===== config.mk =====
export PLATFORM = sky130hd
export DESIGN_NAME = xlat_ctl_regs
export DESIGN_NICKNAME = d
export VERILOG_FILES = /design/src/rtl/xrf_pkg.sv /design/src/rtl/xrf_decode.sv /design/src/rtl/xrf_window.sv /design/src/rtl/xrf_fault.sv /design/src/rtl/xlat_ctl_regs.sv
export SDC_FILE = /design/constraint.sdc
export NUM_CORES = 1
export LEC_CHECK = 0
export BUFFER_PORTS_ARGS = -buffer_cell sky130_fd_sc_hd__buf_4
export CAP_MARGIN = 0
export CORE_AREA = 5 5 286 288
export CTS_CLUSTER_DIAMETER = 100
export CTS_CLUSTER_SIZE = 20
export DETAILED_ROUTE_END_ITERATION = 6
export DIE_AREA = 0 0 291 293
export SETUP_SLACK_MARGIN = 0.15
export SYNTH_ARGS = -nofsm -noshare
export SYNTH_HDL_FRONTEND = slang
export SYNTH_SLANG_ARGS = --single-unit

===== constraint.sdc =====
create_clock -name clk -period 4.2 [get_ports clk]
set_input_delay 0.21 -clock clk [delete_from_list [all_inputs] [get_ports clk]]
set_output_delay 0.21 -clock clk [all_outputs]
set_load 0.01 [all_outputs]

===== src/rtl/xrf_pkg.sv =====
package xrf_pkg;

  localparam int IDX_W = 12;

  localparam int IX_CTRL   = 'h000;
  localparam int IX_BASE   = 'h001;
  localparam int IX_TLBF   = 'h005;
  localparam int IX_PGF    = 'h006;
  localparam int IX_FSTAT  = 'h400;
  localparam int IX_FADDR  = 'h401;
  localparam int IX_ARBM   = 'h402;
  localparam int IX_SLOT0  = 'h404;
  localparam int IX_ARBSB  = 'h800;
  localparam int IX_MASKID = 'h C06;

  localparam logic [31:0] M_CTRL   = 32'h0000_001D;
  localparam logic [31:0] M_VER    = 32'hFF00_0000;
  localparam logic [31:0] M_BASE   = 32'h07FF_FC00;
  localparam logic [31:0] M_FSTAT  = 32'hFF0F_FFFF;
  localparam logic [31:0] F_FSTAT  = 32'h0080_0000;
  localparam logic [31:0] M_ARBM   = 32'h801F_000F;
  localparam logic [31:0] F_ARBM   = 32'h0000_0001;
  localparam logic [31:0] R_ARBM   = 32'h0000_0003;
  localparam logic [31:0] M_SLOT   = 32'h0001_0003;
  localparam logic [31:0] M_ARBSB  = 32'h001F_0000;
  localparam logic [31:0] F_ARBSB  = 32'h0000_0008;
  localparam logic [31:0] M_MASKID = 32'h00FF_FFFF;
  localparam logic [31:0] R_MASKID = 32'h2300_0000;

  typedef enum logic [3:0] {
    SEL_NONE, SEL_CTRL, SEL_BASE, SEL_TLBF, SEL_PGF, SEL_FSTAT, SEL_FADDR,
    SEL_ARBM, SEL_SLOT, SEL_ARBSB, SEL_MASKID, SEL_SCRATCH
  } sel_e;

  function automatic logic [31:0] apply_mask(logic [31:0] w, logic [31:0] m,
                                             logic [31:0] f);
    return (w & m) | f;
  endfunction

  // Window covers the top (16 MB << code) bytes of the 32-bit space.
  function automatic logic [31:0] window_start(logic [2:0] code);
    return 32'hFFFF_FFFF << (5'd24 + {2'b00, code});
  endfunction

  // Error, late-error, forced bit 23 and address-valid; read flag when not a write.
  function automatic logic [31:0] fault_word(logic is_write);
    return 32'hC082_0000 | (is_write ? 32'h0 : 32'h0004_0000);
  endfunction

endpackage


===== src/rtl/xrf_decode.sv =====
module xrf_decode
  import xrf_pkg::*;
#(
  parameter int SLOTS         = 4,
  parameter int SCRATCH_WORDS = 16
) (
  input  logic [IDX_W-1:0] idx,
  output sel_e             sel
);
  always_comb begin
    sel = SEL_NONE;
    if (int'(idx) == IX_CTRL)                       sel = SEL_CTRL;
    else if (int'(idx) == IX_BASE)                  sel = SEL_BASE;
    else if (int'(idx) == IX_TLBF)                  sel = SEL_TLBF;
    else if (int'(idx) == IX_PGF)                   sel = SEL_PGF;
    else if (int'(idx) == IX_FSTAT)                 sel = SEL_FSTAT;
    else if (int'(idx) == IX_FADDR)                 sel = SEL_FADDR;
    else if (int'(idx) == IX_ARBM)                  sel = SEL_ARBM;
    else if (int'(idx) >= IX_SLOT0 &&
             int'(idx) <  IX_SLOT0 + SLOTS)         sel = SEL_SLOT;
    else if (int'(idx) == IX_ARBSB)                 sel = SEL_ARBSB;
    else if (int'(idx) == IX_MASKID)                sel = SEL_MASKID;
    else if (int'(idx) < SCRATCH_WORDS)             sel = SEL_SCRATCH;
  end
endmodule


===== src/rtl/xrf_window.sv =====
module xrf_window
  import xrf_pkg::*;
(
  input  logic        clk,
  input  logic        rst_n,
  input  logic        load,
  input  logic [2:0]  code,
  output logic [31:0] start_q
);
  always_ff @(posedge clk) begin
    if (!rst_n)    start_q <= '0;
    else if (load) start_q <= window_start(code);
  end
endmodule


===== src/rtl/xrf_fault.sv =====
module xrf_fault
  import xrf_pkg::*;
(
  input  logic        clk,
  input  logic        rst_n,
  input  logic        cap_valid,
  input  logic        cap_write,
  input  logic [31:0] cap_addr,
  input  logic        wr_stat,
  input  logic        wr_addr,
  input  logic        touch,
  input  logic [31:0] wdata,
  output logic [31:0] stat_q,
  output logic [31:0] addr_q,
  output logic        irq_q
);
  always_ff @(posedge clk) begin
    if (!rst_n) begin
      stat_q <= F_FSTAT;
      addr_q <= '0;
      irq_q  <= 1'b0;
    end else if (cap_valid) begin
      stat_q <= fault_word(cap_write);
      addr_q <= cap_addr;
      irq_q  <= 1'b1;
    end else begin
      if (wr_stat) stat_q <= apply_mask(wdata, M_FSTAT, F_FSTAT);
      if (wr_addr) addr_q <= wdata;
      if (touch)   irq_q  <= 1'b0;
    end
  end
endmodule


===== src/rtl/xlat_ctl_regs.sv =====
module xlat_ctl_regs
  import xrf_pkg::*;
#(
  parameter logic [31:0] VERSION       = 32'h0500_0000,
  parameter int          SLOTS         = 4,
  parameter int          SCRATCH_WORDS = 16
) (
  input  logic             clk,
  input  logic             rst_n,
  input  logic [IDX_W-1:0] bus_widx,
  input  logic             bus_wr,
  input  logic             bus_rd,
  input  logic [31:0]      bus_wdata,
  output logic [31:0]      bus_rdata,
  input  logic             flt_valid,
  input  logic             flt_write,
  input  logic [31:0]      flt_addr,
  output logic             irq,
  output logic [31:0]      win_start,
  output logic [31:0]      tbl_base
);
  localparam int          SLOT_W = (SLOTS > 1) ? $clog2(SLOTS) : 1;
  localparam int          SCR_W  = (SCRATCH_WORDS > 1) ? $clog2(SCRATCH_WORDS) : 1;
  localparam logic [31:0] VER_BITS = VERSION & M_VER;

  sel_e sel;

  // Named event wires, observed by the checker.
  logic ctrl_wr, fault_touch;

  logic [31:0] ctrl_q, base_q, tlbf_q, pgf_q, arbm_q, arbsb_q, maskid_q;
  logic [31:0] fstat_q, faddr_q;
  logic [31:0] slot_q    [SLOTS];
  logic [31:0] scratch_q [SCRATCH_WORDS];

  xrf_decode #(.SLOTS(SLOTS), .SCRATCH_WORDS(SCRATCH_WORDS)) u_dec (
    .idx (bus_widx),
    .sel (sel)
  );

  assign ctrl_wr     = bus_wr && sel == SEL_CTRL;
  assign fault_touch = (bus_wr || bus_rd) && (sel == SEL_FSTAT || sel == SEL_FADDR);

  xrf_window u_win (
    .clk     (clk),
    .rst_n   (rst_n),
    .load    (ctrl_wr),
    .code    (bus_wdata[4:2]),
    .start_q (win_start)
  );

  xrf_fault u_flt (
    .clk       (clk),
    .rst_n     (rst_n),
    .cap_valid (flt_valid),
    .cap_write (flt_write),
    .cap_addr  (flt_addr),
    .wr_stat   (bus_wr && sel == SEL_FSTAT),
    .wr_addr   (bus_wr && sel == SEL_FADDR),
    .touch     (fault_touch),
    .wdata     (bus_wdata),
    .stat_q    (fstat_q),
    .addr_q    (faddr_q),
    .irq_q     (irq)
  );

  always_ff @(posedge clk) begin
    if (!rst_n) begin
      ctrl_q   <= VER_BITS;
      base_q   <= '0;
      tlbf_q   <= '0;
      pgf_q    <= '0;
      arbm_q   <= R_ARBM;
      arbsb_q  <= F_ARBSB;
      maskid_q <= R_MASKID;
    end else if (bus_wr) begin
      case (sel)
        SEL_CTRL:   ctrl_q   <= apply_mask(bus_wdata, M_CTRL, VER_BITS);
        SEL_BASE:   base_q   <= apply_mask(bus_wdata, M_BASE, '0);
        SEL_TLBF:   tlbf_q   <= bus_wdata;
        SEL_PGF:    pgf_q    <= bus_wdata;
        SEL_ARBM:   arbm_q   <= apply_mask(bus_wdata, M_ARBM, F_ARBM);
        SEL_ARBSB:  arbsb_q  <= apply_mask(bus_wdata, M_ARBSB, F_ARBSB);
        SEL_MASKID: maskid_q <= apply_mask(bus_wdata, M_MASKID, maskid_q);
        default: ;
      endcase
    end
  end

  for (genvar g = 0; g < SLOTS; g++) begin : g_slot
    always_ff @(posedge clk) begin
      if (!rst_n) slot_q[g] <= '0;
      else if (bus_wr && sel == SEL_SLOT && bus_widx[SLOT_W-1:0] == SLOT_W'(g))
        slot_q[g] <= apply_mask(bus_wdata, M_SLOT, '0);
    end
  end

  for (genvar g = 0; g < SCRATCH_WORDS; g++) begin : g_scr
    always_ff @(posedge clk) begin
      if (!rst_n) scratch_q[g] <= '0;
      else if (bus_wr && sel == SEL_SCRATCH && bus_widx[SCR_W-1:0] == SCR_W'(g))
        scratch_q[g] <= bus_wdata;
    end
  end

  assign tbl_base = base_q;

  always_comb begin
    case (sel)
      SEL_CTRL:    bus_rdata = ctrl_q;
      SEL_BASE:    bus_rdata = base_q;
      SEL_TLBF:    bus_rdata = tlbf_q;
      SEL_PGF:     bus_rdata = pgf_q;
      SEL_FSTAT:   bus_rdata = fstat_q;
      SEL_FADDR:   bus_rdata = faddr_q;
      SEL_ARBM:    bus_rdata = arbm_q;
      SEL_SLOT:    bus_rdata = slot_q[bus_widx[SLOT_W-1:0]];
      SEL_ARBSB:   bus_rdata = arbsb_q;
      SEL_MASKID:  bus_rdata = maskid_q;
      SEL_SCRATCH: bus_rdata = scratch_q[bus_widx[SCR_W-1:0]];
      default:     bus_rdata = '0;
    endcase
  end
endmodule


==> flow_metrics.py, run 1 <==
metrics = {
    "outcome": {
        "status": "complete, no violations",
    },
    "setup_path": {
        "worstPathRequired_ns": 3.99,
        "end_kind": "output pin",
        "cp_max_fo": 45,
        "arrival_ns": 3.10,
        "critPathKind": "primary input to output pin",
        "cp-start-kind": "primary input",
    },
    "clock_tree": {
        "clk_latency_ns": 0.60,
        "root_buffer": "clkbuf_16",
        "cts_resized": 0,
        "clk_path_buf_depth": 3,
        "cts_hold_buffers": 67,
        "cts-buffers-inserted": 41,
        "cts_tree": "done",
        "clkSinkCount": 716,
        "postCtsSetupBuffers": 0,
        "clk_pin_slew_worst_paths_ns": 0.09,
        "cts.htree.levels": 2,
    },
    "yosys": {
        "netlist_top_cells_count": "edfxtp_1 (524), nor2_1 (438), nand2_1 (237)",
        "syn_area_um2": 31300,
        "synth_top_family_by_area": "multiplexers",
        "ys_seq_area_frac": 0.626,
        "async_flop_share": 0,
        "syn_area_per_cell_um2": 12.4,
        "synth_edf_count": 524,
        "synthXorXnorAreaFrac": 0,
        "yosysWarningCount": 0,
        "synth.most_common_cell": "edfxtp_1",
        "yosys.area.top_type": "edfxtp_1",
        "synthMuxAreaShare": 0.136,
        "synth_compound_area_frac": 0.0711,
        "synthFlopType": "edfxtp_1",
        "postSynthCellCount": 2514,
        "synth_cell_types": 68,
        "ys_ff_latch": 716,
        "synth-simple-area-share": 0.126,
        "synth_top_area_frac": 0.503,
        "synth_fa_ha_area_frac": 0,
        "synthTopCellsByArea": "edfxtp_1 (50%), dfxtp_1 (12%), mux4_2 (9.4%), nor2_1 (5.3%), mux2i_1 (3.4%)",
    },
    "sta": {
        "period_minus_slack_ns": 3.31,
        "fin_setup_tns_ns": 0,
        "fmax_ghz": 0.302,
        "finClkSkew_ns": 0,
        "setup_violations": 0,
        "worst_pin_slew_ns": 1.26,
        "slew_headroom": 0.157,
        "period_share": 0.789,
        "rsz0062_at_grt": "no",
        "hold_viol": 0,
        "slew_violations": 0,
    },
    "layout": {
        "multi_input_area_um2": 11200,
        "layout-area-overhead-vs-synth_pct": 14.3,
        "final_layout_size_suffix_gt1_frac": 0.167,
        "postLayoutCellArea_um2": 35800,
        "fillers": 7164,
        "diodes": 0,
        "nNetsFinal": 2830,
        "register_area_um2": 19600,
    },
    "route": {
        "route.detailed.drc": 0,
        "wire_per_inst_um": 27.5,
        "dr.pass1.iters": 6,
        "vias_per_cell": 5.83,
        "dr_total_vias": 22200,
        "finalWirelength_um": 105000,
        "first_iter_violations": 2933,
        "ant_nets": 0,
    },
    "place": {
        "hpwl_um": 65200,
        "port_buffers": 139,
        "gp_congestion": 0.891,
        "place_area_um2": 34000,
    },
    "floorplanning": {
        "dieArea_um2": 85300,
        "die_height_um": 293,
        "coreArea_um2": 78600,
        "fp-row-count": 103,
        "start_util": 0.398,
        "dieWidth_um": 291,
        "ios": 179,
    },
    "power": {
        "ir_drop_uv": 273,
        "p_per_area_nw_per_um2": 373,
        "leakage_nw": 12.3,
        "totalPowerFinal_mw": 13.3,
    },
    "global_routing": {
        "grt_antenna_before_repair": 1,
        "track_usage": 0.237,
        "grt_max_degree": 130,
        "globalRoute.totalOverflow": 0,
        "grt_pass1_wl_um": 151000,
        "grt_pass1_vias": 22100,
    },
    "flow_run": {
        "max_cap_violations": 0,
    },
    "hold_path": {
        "hold_class": "primary input to register",
    },
}
## worst max-delay path, cell delays in order
cell	delay [ns]
clkbuf_8	0.39
buf_4	0.49
or2_2	0.36
nor2_1	0.21
a32o_1	0.32
a221oi_1	0.49
o221ai_1	0.31
buf_4	0.22
## where the power goes
part	leakage [nW]	switching [mW]	total [mW]	internal (mW)
clock network	0.539	2.27	4.12	1.85
logic	5.18	0.784	1.24	0.458
registers	6.57	0.0978	7.98	7.89
## metrics by stage
stage	utilization	instances	worst slack (ns)	hold WS, ns
global placement	0.432	3688	0.960	0.440
CTS	0.455	3808	0.966	0.00309
finish	0.455	3808	0.886	0.0130
floorplan	-	2680	-0.0771	0.327
global route	0.455	3808	0.858	0.0134
detailed placement	0.432	3688	0.968	0.442
## routing by layer
metal	global-route usage	routed length (um)
met5	0	12
met4	0.0744	3450
met3	0.0429	10300
met2	0.399	51000
met1	0.315	39800
## area by class of cell
cell class                      count  share of cell area
Sequential cell                   716               0.547
Timing Repair Buffer              288              0.0700
Clock inverter                      3             0.00133
Multi-Input combinational cell   1695               0.314
Inverter                            6            0.000769
Clock buffer                       50              0.0296
Tap cell                         1050              0.0367
## path summary, 6_finish.rpt
check | end | slack (ns) | startpoint | cells after the start
min | u_flt.addr_q[29]$_SDFFE_PN0P_ | 0.01 | flt_addr[29] | 3
min reg2reg | tlbf_q[18]$_SDFFE_PN0P_ | 0.45 | tlbf_q[18]$_SDFFE_PN0P_ | 2
max reg2reg | u_flt.addr_q[27]$_SDFFE_PN0P_ | 2.98 | u_flt.addr_q[27]$_SDFFE_PN0P_ | 3
max | bus_rdata[30] | 0.89 | bus_widx[1] | 8
## cell usage in the layout (no fill, tap or decap), types with 6 or more instances in the layout
cell | netlist | routed
o21ai_0 | 59 | 48
dfxtp_1 | 192 | 192
a21oi_1 | 158 | 158
a221oi_1 | 15 | 15
o21ai_1 | 7 | 7
nor3_1 | 53 | 51
nand3_1 | 106 | 104
clkbuf_16 | 0 | 41
buf_4 | 43 | 206
conb_1 | 1 | 167
buf_12 | 0 | 13
a22o_1 | 22 | 22
a222oi_1 | 16 | 16
nor2b_1 | 9 | 7
edfxtp_1 | 524 | 524
nand2_1 | 237 | 236
nand2b_1 | 7 | 6
mux4_2 | 130 | 130
mux2i_1 | 107 | 107
clkbuf_1 | 144 | 9
nor4_1 | 10 | 8
mux2_2 | 24 | 24
nand4_1 | 9 | 9
dlygate4sd3_1 | 0 | 67
nor2_1 | 438 | 438
a22oi_1 | 29 | 29
and3_1 | 6 | 6
o21ai_4 | 0 | 11
o211ai_1 | 9 | 9
## sequential cells by signal, indices dropped and copies added (netlist names)
signal,flops
u_win.start_q,8
u_flt.addr_q,32
slot_q,12
u_flt.stat_q,28
tbl_base,17
arbsb_q,5
arbm_q,9
pgf_q,32
u_flt.irq_q,1
maskid_q,24
scratch_q,512
tlbf_q,32
ctrl_q,4
## kinds of logic (layout without fill, tap and decap cells)
logic type      count (synthesis)  in the layout
compound gates                354            354
buf+inv                       269            347
flops                         716            716
mux                           261            261
other cells                     1            167
simple gates                  913            913
Power figures use the tool's default switching activity.
==> inputs of run 2 (changes only) <==
==> constraint.sdc (replaced) <==
create_clock -name clk -period 2.9 [get_ports clk]
set_input_delay 0.145 -clock clk [delete_from_list [all_inputs] [get_ports clk]]
set_output_delay 0.145 -clock clk [all_outputs]
set_load 0.01 [all_outputs]
==> flow_metrics.py, run 2 (synthesis results as in run 1) <==
metrics = {
    "global_routing": {
        "grt_antenna_before_repair": 3,
        "grt_pass1_vias": 22700,
        "track_usage": 0.245,
        "grt_pass1_wl_um": 155000,
        "grt_max_degree": 91,
        "globalRoute.totalOverflow": 0,
    },
    "clock_tree": {
        "clk_latency_ns": 0.60,
        "clkSinkCount": 716,
        "cts_tree": "done",
        "clk_pin_slew_worst_paths_ns": 0.10,
        "clk_path_buf_depth": 3,
        "root_buffer": "clkbuf_16",
        "cts.htree.levels": 2,
        "cts-buffers-inserted": 41,
    },
    "sta": {
        "rsz0062_at_grt": "yes",
        "setup_violations": 0,
        "worst_pin_slew_ns": 0.822,
        "slew_violations": 0,
        "fmax_ghz": 0.357,
        "slew_headroom": 0.447,
        "fin_setup_tns_ns": 0,
        "finClkSkew_ns": 0,
        "period_share": 0.965,
        "holdWs_ns": 0.0536,
        "hold_viol": 0,
        "period_minus_slack_ns": 2.80,
    },
    "setup_path": {
        "crit_path_start": "scratch_q[2][17]$_SDFFCE_PN0P_",
        "path_delay_family": "simple AND/OR/NAND/NOR gates",
        "end_kind": "output pin",
        "r2r_slack_ns": 1.62,
        "worstPathRequired_ns": 2.76,
        "cp_num_buf_inv": 2,
        "cp_max_fo": 1,
        "critPathKind": "register to output pin",
        "crit_chain": "mux4_2 > nor2b_1 > a211oi_2 > a211oi_2 > buf_4 > or3_4 > buf_6",
        "critPathMaxStageDelay_ns": 0.45,
        "cp-start-kind": "register",
        "path_common_cell": "a211oi_2",
        "arrival_ns": 2.65,
        "cp_slowest_cell": "mux4_2",
        "r2r_start": "u_flt.addr_q[3]$_SDFFE_PN0P_",
    },
    "outcome": {
        "status": "complete, no violations",
    },
    "place": {
        "gp_congestion": 0.903,
        "port_buffers": 139,
        "hpwl_um": 68900,
    },
    "power": {
        "leakage_nw": 12.9,
        "ir_drop_uv": 454,
        "p_per_area_nw_per_um2": 531,
    },
    "layout": {
        "regMostFlops": "scratch_q",
        "fillers": 6992,
        "layout-area-overhead-vs-synth_pct": 18.2,
        "final_layout_size_suffix_gt1_frac": 0.192,
        "register_area_um2": 19600,
        "final_util": 0.470,
        "multi_input_area_um2": 11300,
        "nNetsFinal": 2926,
        "largest_register_ffs": 512,
        "layout_commonest_cell": "edfxtp_1",
        "final_cell_mix": "edfxtp_1 (524), nor2_1 (437), buf_4 (255)",
    },
    "floorplanning": {
        "start_util": 0.398,
        "dieArea_um2": 85300,
        "die_height_um": 293,
        "ios": 179,
        "dieWidth_um": 291,
        "coreArea_um2": 78600,
        "fp-row-count": 103,
    },
    "route": {
        "ant_nets": 0,
        "dr.pass1.iters": 7,
        "finalWirelength_um": 107000,
        "first_iter_violations": 2709,
        "vias_per_cell": 5.79,
        "wire_per_inst_um": 27.4,
        "route.detailed.drc": 0,
        "dr_total_vias": 22600,
    },
    "flow_run": {
        "max_cap_violations": 0,
    },
    "hold_path": {
        "hold_class": "primary input to register",
        "hp-start": "flt_addr[4]",
    },
}
## run 2: cell count changes in the layout (fill, tap and decap cells not counted), moves of 3 or more
| cell | delta |
|---|---|
| a221oi_1 | -5 |
| a221oi_2 | +5 |
| buf_12 | +20 |
| buf_4 | +49 |
| clkbuf_1 | +3 |
| dlygate4sd3_1 | +25 |
| mux2i_1 | -3 |
## run 2: final cells by class
cell class | count | area share
inverter | 6 | 0.000745
clock inverter | 2 | 0.00105
tap | 1050 | 0.0355
antenna | 1 | 0.0000677
clock buffer | 55 | 0.0303
multi-input combinational | 1695 | 0.307
timing repair buffer | 384 | 0.0959
sequential | 716 | 0.530
## run 2: tightest hold or removal path, stage by stage
cell	delay [ns]
buf_4	0.08
o21ai_0	0.22
a21oi_1	0.19
## run 2: where the power goes
part	leakage [nW]	total [mW]	switching [mW]	internal [mW]
sequential	6.57	11.6	0.137	11.4
clock	0.563	6.13	3.33	2.80
combinational	5.77	1.94	1.17	0.769
## run 2: path summary, 6_finish.rpt
kind	endpoint	cells past startpoint
hold / removal	u_flt.addr_q[4]$_SDFFE_PN0P_	3
hold reg to reg	tlbf_q[2]$_SDFFE_PN0P_	2
setup / recovery	bus_rdata[17]	7
setup reg to reg	u_flt.addr_q[3]$_SDFFE_PN0P_	3
## run 2: per-stage QoR
| stage | cell area [um^2] | setup slack (ns) | total power [mW] | std cells |
|---|---|---|---|---|
| 2_1_floorplan | 32000 | -0.437 | 12.8 | 2680 |
| 3_3_place_gp | 34800 | -0.148 | 13.5 | 3759 |
| 3_5_place_dp | 34800 | -0.101 | 13.6 | 3759 |
| 4_1_cts | 36900 | 0.118 | 19.7 | 3908 |
| 5_1_grt | 37000 | 0.0511 | 20.2 | 3908 |
| 6_report | 37000 | 0.102 | 19.6 | 3909 |
## run 2: repair_timing
| action | CTS | global route |
|---|---|---|
| gates resized for setup | 15 | 9 |
| pin swaps | 3 | 2 |
| hold buffers | 92 | 0 |
| cloned | 0 | 0 |
| setup buffers | 0 | 0 |
| endpoints found under the setup margin | 12 | 10 |
| hold endpoints to repair | 186 | 0 |
## run 2: routing by layer
metal / up-vias / track usage / wire, um
met4: 4 / 0.0957 / 4730
met2: 1215 / 0.406 / 51400
li1: 9698 / - / -
met1: 11500 / 0.312 / 40500
met5: - / 0 / 27
met3: 240 / 0.0608 / 10600
==> inputs of run 3 (changes only) <==
--- a/config.mk
+++ b/config.mk
@@ -7,11 +7,12 @@
 export LEC_CHECK = 0
 export BUFFER_PORTS_ARGS = -buffer_cell sky130_fd_sc_hd__buf_4
 export CAP_MARGIN = 0
-export CORE_AREA = 5 5 286 288
+export CORE_AREA = 5 5 245 247
 export CTS_CLUSTER_DIAMETER = 100
 export CTS_CLUSTER_SIZE = 20
 export DETAILED_ROUTE_END_ITERATION = 6
-export DIE_AREA = 0 0 291 293
+export DIE_AREA = 0 0 250 252
+export PLACE_DENSITY = 0.75
 export SETUP_SLACK_MARGIN = 0.15
 export SYNTH_ARGS = -nofsm -noshare
 export SYNTH_HDL_FRONTEND = slang
==> flow_metrics.py, run 3 (synthesis results as in run 1) <==
metrics = {
    "power": {
        "p_seq_frac": 0.593,
        "power_frac_comb": 0.097,
        "p_sw_frac": 0.232,
        "ir_drop_uv": 373,
        "power_frac_clock": 0.310,
        "leakage_nw": 12.9,
        "p_switching_mw": 4.54,
        "p_per_area_nw_per_um2": 534,
        "internal-power_mw": 15.0,
    },
    "setup_path": {
        "cp_num_buf_inv": 1,
        "crit_chain": "mux4_2 > mux2_2 > o211ai_1 > nand3_1 > buf_4",
        "arrival_ns": 2.69,
        "path_delay_family": "multiplexers",
        "end_kind": "output pin",
        "critPathKind": "register to output pin",
        "cp-start-kind": "register",
        "critPathMaxStageDelay_ns": 0.54,
        "worstPathRequired_ns": 2.76,
        "cp_max_fo": 1,
        "r2r_slack_ns": 1.60,
        "cp_slowest_cell": "o211ai_1",
    },
    "layout": {
        "final_util": 0.636,
        "layout_commonest_cell": "edfxtp_1",
        "layout-area-overhead-vs-synth_pct": 16.7,
        "fillers": 4144,
        "nNetsFinal": 2929,
        "final_layout_size_suffix_gt1_frac": 0.189,
        "final_cell_mix": "edfxtp_1 (524), nor2_1 (438), buf_4 (264)",
        "largest_register_ffs": 512,
        "postLayoutCellArea_um2": 36500,
        "regMostFlops": "scratch_q",
        "finalNonFillerCells": 3627,
    },
    "clock_tree": {
        "root_buffer": "clkbuf_16",
        "clk_path_buf_depth": 3,
        "cts_tree": "done",
        "clk_latency_ns": 0.59,
        "clkSinkCount": 716,
        "cts-buffers-inserted": 41,
        "cts.htree.levels": 2,
        "postCtsSetupBuffers": 0,
        "clk_pin_slew_worst_paths_ns": 0.08,
    },
    "route": {
        "wire_per_inst_um": 27.8,
        "finalWirelength_um": 101000,
        "route.detailed.drc": 4,
        "dr_total_vias": 23200,
        "vias_per_cell": 6.38,
        "first_iter_violations": 3834,
        "dr.pass1.iters": 7,
        "ant_nets": 0,
    },
    "place": {
        "place_area_um2": 34400,
        "gp_congestion": 0.976,
        "hpwl_um": 63500,
        "dp_cells": 3477,
        "port_buffers": 139,
        "place_ws_ns": 0.156,
    },
    "global_routing": {
        "grt_antenna_before_repair": 1,
        "grt_pass1_vias": 23300,
        "grt_pass1_wl_um": 149000,
        "track_usage": 0.313,
        "grt_max_degree": 165,
        "globalRoute.totalOverflow": 0,
    },
    "sta": {
        "holdWs_ns": 0.153,
        "slew_violations": 0,
        "finClkSkew_ns": 0,
        "period_share": 0.978,
        "slew_headroom": 0.235,
        "hold_viol": 0,
        "worst_pin_slew_ns": 1.15,
        "setup_violations": 0,
        "period_minus_slack_ns": 2.83,
        "fin_ws_ns": 0.0652,
        "rsz0062_at_grt": "yes",
        "fmax_ghz": 0.353,
    },
    "hold_path": {
        "hold_class": "primary input to register",
    },
    "flow_run": {
        "max_cap_violations": 0,
    },
    "outcome": {
        "status": "complete, but fails checks",
        "violations": "DRC",
    },
    "floorplanning": {
        "fp-row-count": 88,
        "dieWidth_um": 250,
        "ios": 179,
        "die_height_um": 252,
        "start_util": 0.545,
        "coreArea_um2": 57400,
        "dieArea_um2": 63000,
    },
}
[run 3: what timing repair did]
item | CTS | global route
endpoints found under the hold margin | 187 | 1
cloned | 0 | 0
pin swaps | 1 | 5
hold buffers | 91 | 1
gates resized for setup | 2 | 10
setup endpoints to repair | 2 | 6
[run 3: path summary, 6_finish.rpt]
check / start / end / cells after the start
min reg2reg: tlbf_q[4]$_SDFFE_PN0P_ / tlbf_q[4]$_SDFFE_PN0P_ / 2
max: scratch_q[1][21]$_SDFFCE_PN0P_ / bus_rdata[21] / 5
min: rst_n / u_win.start_q[30]$_SDFFE_PN0P_ / 2
max reg2reg: u_flt.addr_q[30]$_SDFFE_PN0P_ / u_flt.addr_q[30]$_SDFFE_PN0P_ / 3
[run 3: area by class of cell]
class                      instances  area, um^2  area share
sequential                       716       19600       0.536
timing repair buffer             387        3500      0.0959
antenna                            1        2.50   0.0000685
tap                              765         957      0.0262
multi-input combinational       1695       11300       0.309
inverter                           6        27.5    0.000754
clock buffer                      55        1120      0.0307
clock inverter                     2        38.8     0.00106
[run 3: routing by layer]
layer,share of wire,vias to the layer above,GRT usage
li1,-,9716,-
met1,0.35,11400,0.409
met4,0.042,0,0.121
met5,0,-,0
met3,0.13,275,0.0756
met2,0.48,1719,0.514
[run 3: through the flow]
| step | setup TNS [ns] | total power [mW] |
|---|---|---|
| after floorplan | -54.21 | 12.8 |
| after global placement | 0 | 13.4 |
| after detailed placement | 0 | 13.5 |
| after CTS | 0 | 19.5 |
| after global routing | 0 | 20.1 |
| final | 0 | 19.5 |
[run 3: power groups by stage]
| stage | Combinational (mW) | Clock [mW] | Sequential [mW] |
|---|---|---|---|
| final | 1.88 | 6.05 | 11.6 |
| after global routing | 1.96 | 6.49 | 11.6 |
| after global placement | 1.67 | 0 | 11.8 |
| after detailed placement | 1.70 | 0 | 11.8 |
| after CTS | 1.82 | 6.08 | 11.6 |
| after floorplan | 1.05 | 0 | 11.7 |
[run 3: worst register-to-register path: stages, from the launching register on]
cell	delay [ns]
dfxtp_1	0.37
mux2i_1	0.08
a21oi_1	0.19
dlygate4sd3_1	0.60
